[src/rtl/gpio_twin_pkg.sv]
package gpio_twin_pkg;
   localparam int unsigned BUS_W    = 32;
   localparam int unsigned NUM_BANK = 2;
   localparam int unsigned GIE_BIT  = 31;
   localparam int unsigned MIN_AW   = 7;
   // word addresses (byte offset / 4)
   localparam int unsigned WA_DATA_A = 'h00;
   localparam int unsigned WA_DIR_A  = 'h01;
   localparam int unsigned WA_DATA_B = 'h02;
   localparam int unsigned WA_DIR_B  = 'h03;
   localparam int unsigned WA_GIE    = 'h47;
   localparam int unsigned WA_STAT   = 'h48;
   localparam int unsigned WA_MASK   = 'h4A;
endpackage

[src/rtl/gpio_twin_sync.sv]
module gpio_twin_sync #(
   parameter int unsigned W      = 32,
   parameter int unsigned STAGES = 2
) (
   input  logic         clk,
   input  logic         rst_n,
   input  logic [W-1:0] d,
   output logic [W-1:0] q,
   output logic [W-1:0] q_prev
);
   localparam int unsigned DEPTH = STAGES + 1;

   if (STAGES < 2) begin : g_bad_stages
      $error("gpio_twin_sync: STAGES must be at least 2");
   end

   logic [W-1:0] chain [DEPTH];

   always_ff @(posedge clk) begin
      if (!rst_n) begin
         for (int i = 0; i < DEPTH; i++) chain[i] <= '0;
      end else begin
         chain[0] <= d;
         for (int i = 1; i < DEPTH; i++) chain[i] <= chain[i-1];
      end
   end

   assign q      = chain[STAGES-1];
   assign q_prev = chain[STAGES];
endmodule

[src/rtl/gpio_twin_port.sv]
module gpio_twin_port #(
   parameter int unsigned W        = 32,
   parameter int unsigned STAGES   = 2,
   parameter logic [31:0] DOUT_RST = 32'h0,
   parameter logic [31:0] DIR_RST  = 32'hFFFF_FFFF
) (
   input  logic         clk,
   input  logic         rst_n,
   input  logic         wr_data,
   input  logic         wr_dir,
   input  logic [W-1:0] wdata,
   input  logic [W-1:0] pin_in,
   output logic [W-1:0] pin_out,
   output logic [W-1:0] pin_oe,
   output logic [W-1:0] rd_data,
   output logic [W-1:0] rd_dir,
   output logic         chg
);
   logic [W-1:0] out_q, dir_q, s_now, s_prev;

   always_ff @(posedge clk) begin
      if (!rst_n) begin
         out_q <= DOUT_RST[W-1:0];
         dir_q <= DIR_RST[W-1:0];
      end else begin
         if (wr_data) out_q <= wdata;
         if (wr_dir)  dir_q <= wdata;
      end
   end

   gpio_twin_sync #(.W(W), .STAGES(STAGES)) u_sync (
      .clk(clk), .rst_n(rst_n), .d(pin_in), .q(s_now), .q_prev(s_prev)
   );

   assign pin_out = out_q;
   assign pin_oe  = ~dir_q;
   assign rd_data = (s_now & dir_q) | (out_q & ~dir_q);
   assign rd_dir  = dir_q;
   assign chg     = |((s_now ^ s_prev) & dir_q);
endmodule

[src/rtl/gpio_twin_irq.sv]
module gpio_twin_irq
   import gpio_twin_pkg::*;
#(
   parameter int unsigned NCH = NUM_BANK
) (
   input  logic             clk,
   input  logic             rst_n,
   input  logic [NCH-1:0]   chg,
   input  logic             wr_gie,
   input  logic             wr_stat,
   input  logic             wr_mask,
   input  logic [BUS_W-1:0] wdata,
   output logic [NCH-1:0]   stat_q,
   output logic [NCH-1:0]   mask_q,
   output logic             gie_q,
   output logic             irq
);
   logic [NCH-1:0] clr;

   assign clr = wr_stat ? wdata[NCH-1:0] : '0;

   always_ff @(posedge clk) begin
      if (!rst_n) begin
         stat_q <= '0;
         mask_q <= '0;
         gie_q  <= 1'b0;
         irq    <= 1'b0;
      end else begin
         stat_q <= (stat_q & ~clr) | chg;
         if (wr_mask) mask_q <= wdata[NCH-1:0];
         if (wr_gie)  gie_q  <= wdata[GIE_BIT];
         irq <= gie_q & (|(stat_q & mask_q));
      end
   end
endmodule

[src/rtl/gpio_twin.sv]
module gpio_twin
   import gpio_twin_pkg::*;
#(
   parameter int unsigned CH_W       = 32,
   parameter bit          DUAL       = 1'b1,
   parameter int unsigned ADDR_W     = 7,
   parameter int unsigned SYNC_STAGE = 2,
   parameter logic [31:0] DOUT_DEF_A = 32'h0,
   parameter logic [31:0] DIR_DEF_A  = 32'hFFFF_FFFF,
   parameter logic [31:0] DOUT_DEF_B = 32'h0,
   parameter logic [31:0] DIR_DEF_B  = 32'hFFFF_FFFF
) (
   input  logic              clk,
   input  logic              rst_n,
   input  logic [ADDR_W-1:0] bus_addr,
   input  logic              bus_wr,
   input  logic [31:0]       bus_wdata,
   output logic [31:0]       bus_rdata,
   input  logic [CH_W-1:0]   pin_in_a,
   output logic [CH_W-1:0]   pin_out_a,
   output logic [CH_W-1:0]   pin_oe_a,
   input  logic [CH_W-1:0]   pin_in_b,
   output logic [CH_W-1:0]   pin_out_b,
   output logic [CH_W-1:0]   pin_oe_b,
   output logic              irq
);
   if (CH_W < 1 || CH_W > BUS_W) begin : g_bad_width
      $error("gpio_twin: CH_W must be 1..32");
   end
   if (ADDR_W < MIN_AW) begin : g_bad_aw
      $error("gpio_twin: ADDR_W too small for the register map");
   end

   logic hit_da, hit_ra, hit_db, hit_rb, hit_gie, hit_stat, hit_mask;
   assign hit_da   = bus_addr == ADDR_W'(WA_DATA_A);
   assign hit_ra   = bus_addr == ADDR_W'(WA_DIR_A);
   assign hit_db   = bus_addr == ADDR_W'(WA_DATA_B);
   assign hit_rb   = bus_addr == ADDR_W'(WA_DIR_B);
   assign hit_gie  = bus_addr == ADDR_W'(WA_GIE);
   assign hit_stat = bus_addr == ADDR_W'(WA_STAT);
   assign hit_mask = bus_addr == ADDR_W'(WA_MASK);

   logic [CH_W-1:0]     rd_data_a, rd_dir_a, rd_data_b, rd_dir_b;
   logic [NUM_BANK-1:0] chg_vec, stat_q, mask_q;
   logic                gie_q;

   gpio_twin_port #(
      .W(CH_W), .STAGES(SYNC_STAGE), .DOUT_RST(DOUT_DEF_A), .DIR_RST(DIR_DEF_A)
   ) u_bank_a (
      .clk(clk), .rst_n(rst_n),
      .wr_data(bus_wr & hit_da), .wr_dir(bus_wr & hit_ra),
      .wdata(bus_wdata[CH_W-1:0]), .pin_in(pin_in_a),
      .pin_out(pin_out_a), .pin_oe(pin_oe_a),
      .rd_data(rd_data_a), .rd_dir(rd_dir_a), .chg(chg_vec[0])
   );

   if (DUAL) begin : g_bank_b
      gpio_twin_port #(
         .W(CH_W), .STAGES(SYNC_STAGE), .DOUT_RST(DOUT_DEF_B), .DIR_RST(DIR_DEF_B)
      ) u_bank_b (
         .clk(clk), .rst_n(rst_n),
         .wr_data(bus_wr & hit_db), .wr_dir(bus_wr & hit_rb),
         .wdata(bus_wdata[CH_W-1:0]), .pin_in(pin_in_b),
         .pin_out(pin_out_b), .pin_oe(pin_oe_b),
         .rd_data(rd_data_b), .rd_dir(rd_dir_b), .chg(chg_vec[1])
      );
   end else begin : g_no_bank_b
      logic unused_b;
      assign unused_b   = ^pin_in_b;
      assign pin_out_b  = '0;
      assign pin_oe_b   = '0;
      assign rd_data_b  = '0;
      assign rd_dir_b   = '0;
      assign chg_vec[1] = 1'b0;
   end

   gpio_twin_irq #(.NCH(NUM_BANK)) u_irq (
      .clk(clk), .rst_n(rst_n), .chg(chg_vec),
      .wr_gie(bus_wr & hit_gie), .wr_stat(bus_wr & hit_stat),
      .wr_mask(bus_wr & hit_mask), .wdata(bus_wdata),
      .stat_q(stat_q), .mask_q(mask_q), .gie_q(gie_q), .irq(irq)
   );

   always_comb begin
      bus_rdata = '0;
      if (hit_da)   bus_rdata = BUS_W'(rd_data_a);
      if (hit_ra)   bus_rdata = BUS_W'(rd_dir_a);
      if (hit_db)   bus_rdata = BUS_W'(rd_data_b);
      if (hit_rb)   bus_rdata = BUS_W'(rd_dir_b);
      if (hit_gie)  bus_rdata[GIE_BIT] = gie_q;
      if (hit_stat) bus_rdata[NUM_BANK-1:0] = stat_q;
      if (hit_mask) bus_rdata[NUM_BANK-1:0] = mask_q;
   end
endmodule

[config.mk]
export PLATFORM = sky130hd
export DESIGN_NAME = gpio_twin
export DESIGN_NICKNAME = d
export VERILOG_FILES = /design/src/rtl/gpio_twin_pkg.sv /design/src/rtl/gpio_twin_sync.sv /design/src/rtl/gpio_twin_port.sv /design/src/rtl/gpio_twin_irq.sv /design/src/rtl/gpio_twin.sv
export SDC_FILE = /design/constraint.sdc
export NUM_CORES = 1
export LEC_CHECK = 0
export ABC_CLOCK_PERIOD_IN_PS = 3800
export BUFFER_PORTS_ARGS = -buffer_cell sky130_fd_sc_hd__buf_4
export CAP_MARGIN = 20
export CORE_MARGIN = 3
export CORE_UTILIZATION = 45
export DETAILED_ROUTE_END_ITERATION = 16
export PLACE_DENSITY = 0.72
export SYNTH_ARGS = -nofsm -noshare
export SYNTH_HDL_FRONTEND = slang
export SYNTH_SLANG_ARGS = --single-unit
[constraint.sdc]
create_clock -name clk -period 3.8 [get_ports clk]
set_clock_uncertainty 0.15 [all_clocks]
set_input_delay 0.76 -clock clk [delete_from_list [all_inputs] [get_ports clk]]
set_output_delay 0.76 -clock clk [all_outputs]
set_load 0.05 [all_outputs]
==> results.md <==
* Core area at 26,400 sq um
* Leading cell type in the layout, fill and taps excluded: dfxtp_1
* Rel. slew slack at 0.436
* Global route overflow at 0
* Critical path class: in -> out
* Crit path capture type: primary output
* Number of global-route vias before repair at 9,833
* Total clock sinks at 326
* Clk Latency, worst-skew pair at 510 ps
* Crit-path slowest cell: a21oi_1
* P_int at 0.00586 W
* Post-synth EDFFs at 0
* Max Transition Viols Final at 0
* Root Driver: clkbuf_16
* Top_reg_cell synth: dfxtp_1
* GRT Overall Usage at 0.272
* Status: finished clean
* Logic pwr share at 0.061
* Sw Pwr at 0.00165 W
* Sum Neg Setup Slack at 0 ps
* Ports at 267
* PwrDens at 481 nW/um^2
* Synth cell types at 40
* Most frequent cells in the layout: dfxtp_1 (326), buf_4 (276), nand2_1 (197), and2_1 (192), a21oi_1 (135)
* Share of the synthesized area in the top cell type at 0.536
* Max frequency at 290 MHz
* Sequential share of power at 0.473
* Starting Density at 0.462
* Switching share of total power at 0.220
* CP cell instances: buf_4 -> nor3_2 -> nand3b_1 -> buf_4 -> a21oi_1 -> o21ai_0 -> a2bb2oi_1 -> buf_4
* Synthesis-to-layout area growth at 28.2%
* Vias/cell at 5.37
* IO Port Bufs at 266
* WL/cell at 20.7 um
* Longest Clk Path Bufs at 3
* Clk pwr share at 0.465
* Critical Path AT at 2540 ps
* Largest net degree at the start of global routing at 181
* GP Congestion at 0.919
* Setup violations, final at 0
* Dominant cell type by area after synthesis: dfxtp_1
* Setup ws final at 354 ps
* Floorplan row count at 59
* Maximum VDD drop at 452 uV
* FF+latch count, synth at 326
* RSZ-0062 raised after global routing: no
* Via count at 10,600
* DIE WIDTH at 171 um
* Routed WL at 40,700 um
* Share of cells above drive strength 1 at 0.212
* DP Worst Slack at 396 ps
* CTS tree: done
* Post-route DRC at 0
* Syn nets at 1,476
* DR iter-0 viols at 1,065
* Final #Nets at 1,709
* Fin crit period at 3450 ps
* Pleak at 6.64 nW
* DP HPWL at 29,200 um
* Worst-margin pin slew at 846 ps
* YS warnings at 0
* Async SR Flop Fraction at 0
* Fin crit share at 0.907
* Post_cts resized at 0
* First-pass GRT wire length at 60,500 um
* H-tree Lvls at 2
* Post-synthesis average cell area at 8.89 sq um
* Startpoint Class: input port
* Peak fanout along the critical path at 31
* Seq/Total Area, Yosys at 0.536
* DIE HEIGHT at 171 um
* DR pass1 iterations at 6
* Initial antenna violation count at 3
* Hold Crit Class: reg -> reg
* Die area at 29,100 sq um
* Top cell by count, worst path: buf_4
* CP required at 2890 ps
* Max cap viols at 0
* Synthesized instance count at 1,370
* Most area-consuming cells after synthesis: dfxtp_1 (54%), and2_1 (9.9%), nand2_1 (6.1%)
* Hold-fix buffers, CTS at 0
* Clock buffer count from CTS at 34
* Worst-path clk slew at 60 ps
* Cell Area, Synth at 12,200 sq um
* Hold Vio Cnt, Final at 0
* Routed Antenna Nets at 0
* Post-CTS Setup Repair Bufs at 0
* Worst path max stage delay at 350 ps
[registers in the layout (all words and copies together) (netlist names)]
name                            flops
g_bank_b.u_bank_b.u_sync.chain     96
u_bank_a.u_sync.chain              96
g_bank_b.u_bank_b.pin_out          32
g_bank_b.u_bank_b.rd_dir           32
u_bank_a.pin_out                   32
u_bank_a.rd_dir                    32
u_irq.mask_q                        2
u_irq.stat_q                        2
u_irq.gie_q                         1
u_irq.irq                           1
[per-stage QoR]
step,hold slack [ps],cell area (sq um),util,power (W),instances
after CTS,280,15600,0.593,0.00756,1962
after global routing,288,15600,0.593,0.00774,1965
after floorplan,262,12200,-,0.00386,1370
after global placement,265,14400,0.547,0.00408,1902
final,280,15600,0.593,0.00751,1965
after detailed placement,267,14400,0.547,0.00408,1902
[cells in the mapped netlist, types with 32 or more instances]
cell type,n
clkbuf_1,61
inv_1,65
o211ai_1,64
a21oi_1,135
nand2_1,197
o22ai_1,34
nor2_1,45
o21ai_0,64
nand3_1,32
and2_1,192
xnor2_1,64
dfxtp_1,326
[cells by family (layout without fill, tap and decap cells)]
group / Yosys count / in the layout / share of synthesized area
other: 0 / 3 / 0
and+or+nand+nor: 497 / 497 / 0.205
xor gates and xnor gates: 64 / 64 / 0.0460
AOI/OAI and AO/OA: 329 / 329 / 0.160
DFF: 326 / 326 / 0.536
muxes: 5 / 5 / 0.00493
buffers and inverters: 149 / 406 / 0.0486
[per-layer routing]
layer,global-route usage,wire length (um)
met3,0.0758,4400
met4,0.0847,1060
met5,0,0
met2,0.394,17300
met1,0.394,17900
[worst paths after layout]
path / startpoint / end / slack, ps / cells after the start
hold reg to reg: u_bank_a.u_sync.chain[0][29]$_SDFF_PN0_ / u_bank_a.u_sync.chain[0][61]$_SDFF_PN0_ / 280 / 1
hold / removal: u_bank_a.u_sync.chain[0][29]$_SDFF_PN0_ / u_bank_a.u_sync.chain[0][61]$_SDFF_PN0_ / 280 / 1
setup / recovery: bus_addr[5] / bus_rdata[19] / 350 / 8
setup reg to reg: u_bank_a.u_sync.chain[0][54]$_SDFF_PN0_ / u_irq.stat_q[0]$_SDFF_PN0_ / 1860 / 5
[critical path, delay by kind of cell]
| kind | cells | cell delay, ps |
|---|---|---|
| compound gates | 3 | 740 |
| buf+inv | 3 | 640 |
| simple gates | 2 | 380 |
[power groups by stage]
stage          Clock, W  Sequential [W]  Combinational, W
3_5_place_dp          0         0.00363          0.000454
4_1_cts         0.00355         0.00355          0.000457
6_report        0.00350         0.00355          0.000461
5_1_grt         0.00369         0.00356          0.000494
2_1_floorplan         0         0.00362          0.000239
3_3_place_gp          0         0.00363          0.000455
[area by class of cell]
| cell class | instances | area [sq um] |
|---|---|---|
| Sequential cell | 326 | 6530 |
| Clock inverter | 10 | 158 |
| Clock buffer | 50 | 1030 |
| Multi-Input combinational cell | 895 | 5090 |
| Tap cell | 335 | 419 |
| Inverter | 66 | 248 |
| Fill cell | 2292 | 10700 |
| Antenna cell | 3 | 7.51 |
| Timing Repair Buffer | 280 | 2140 |
Power figures use the tool's default switching activity.
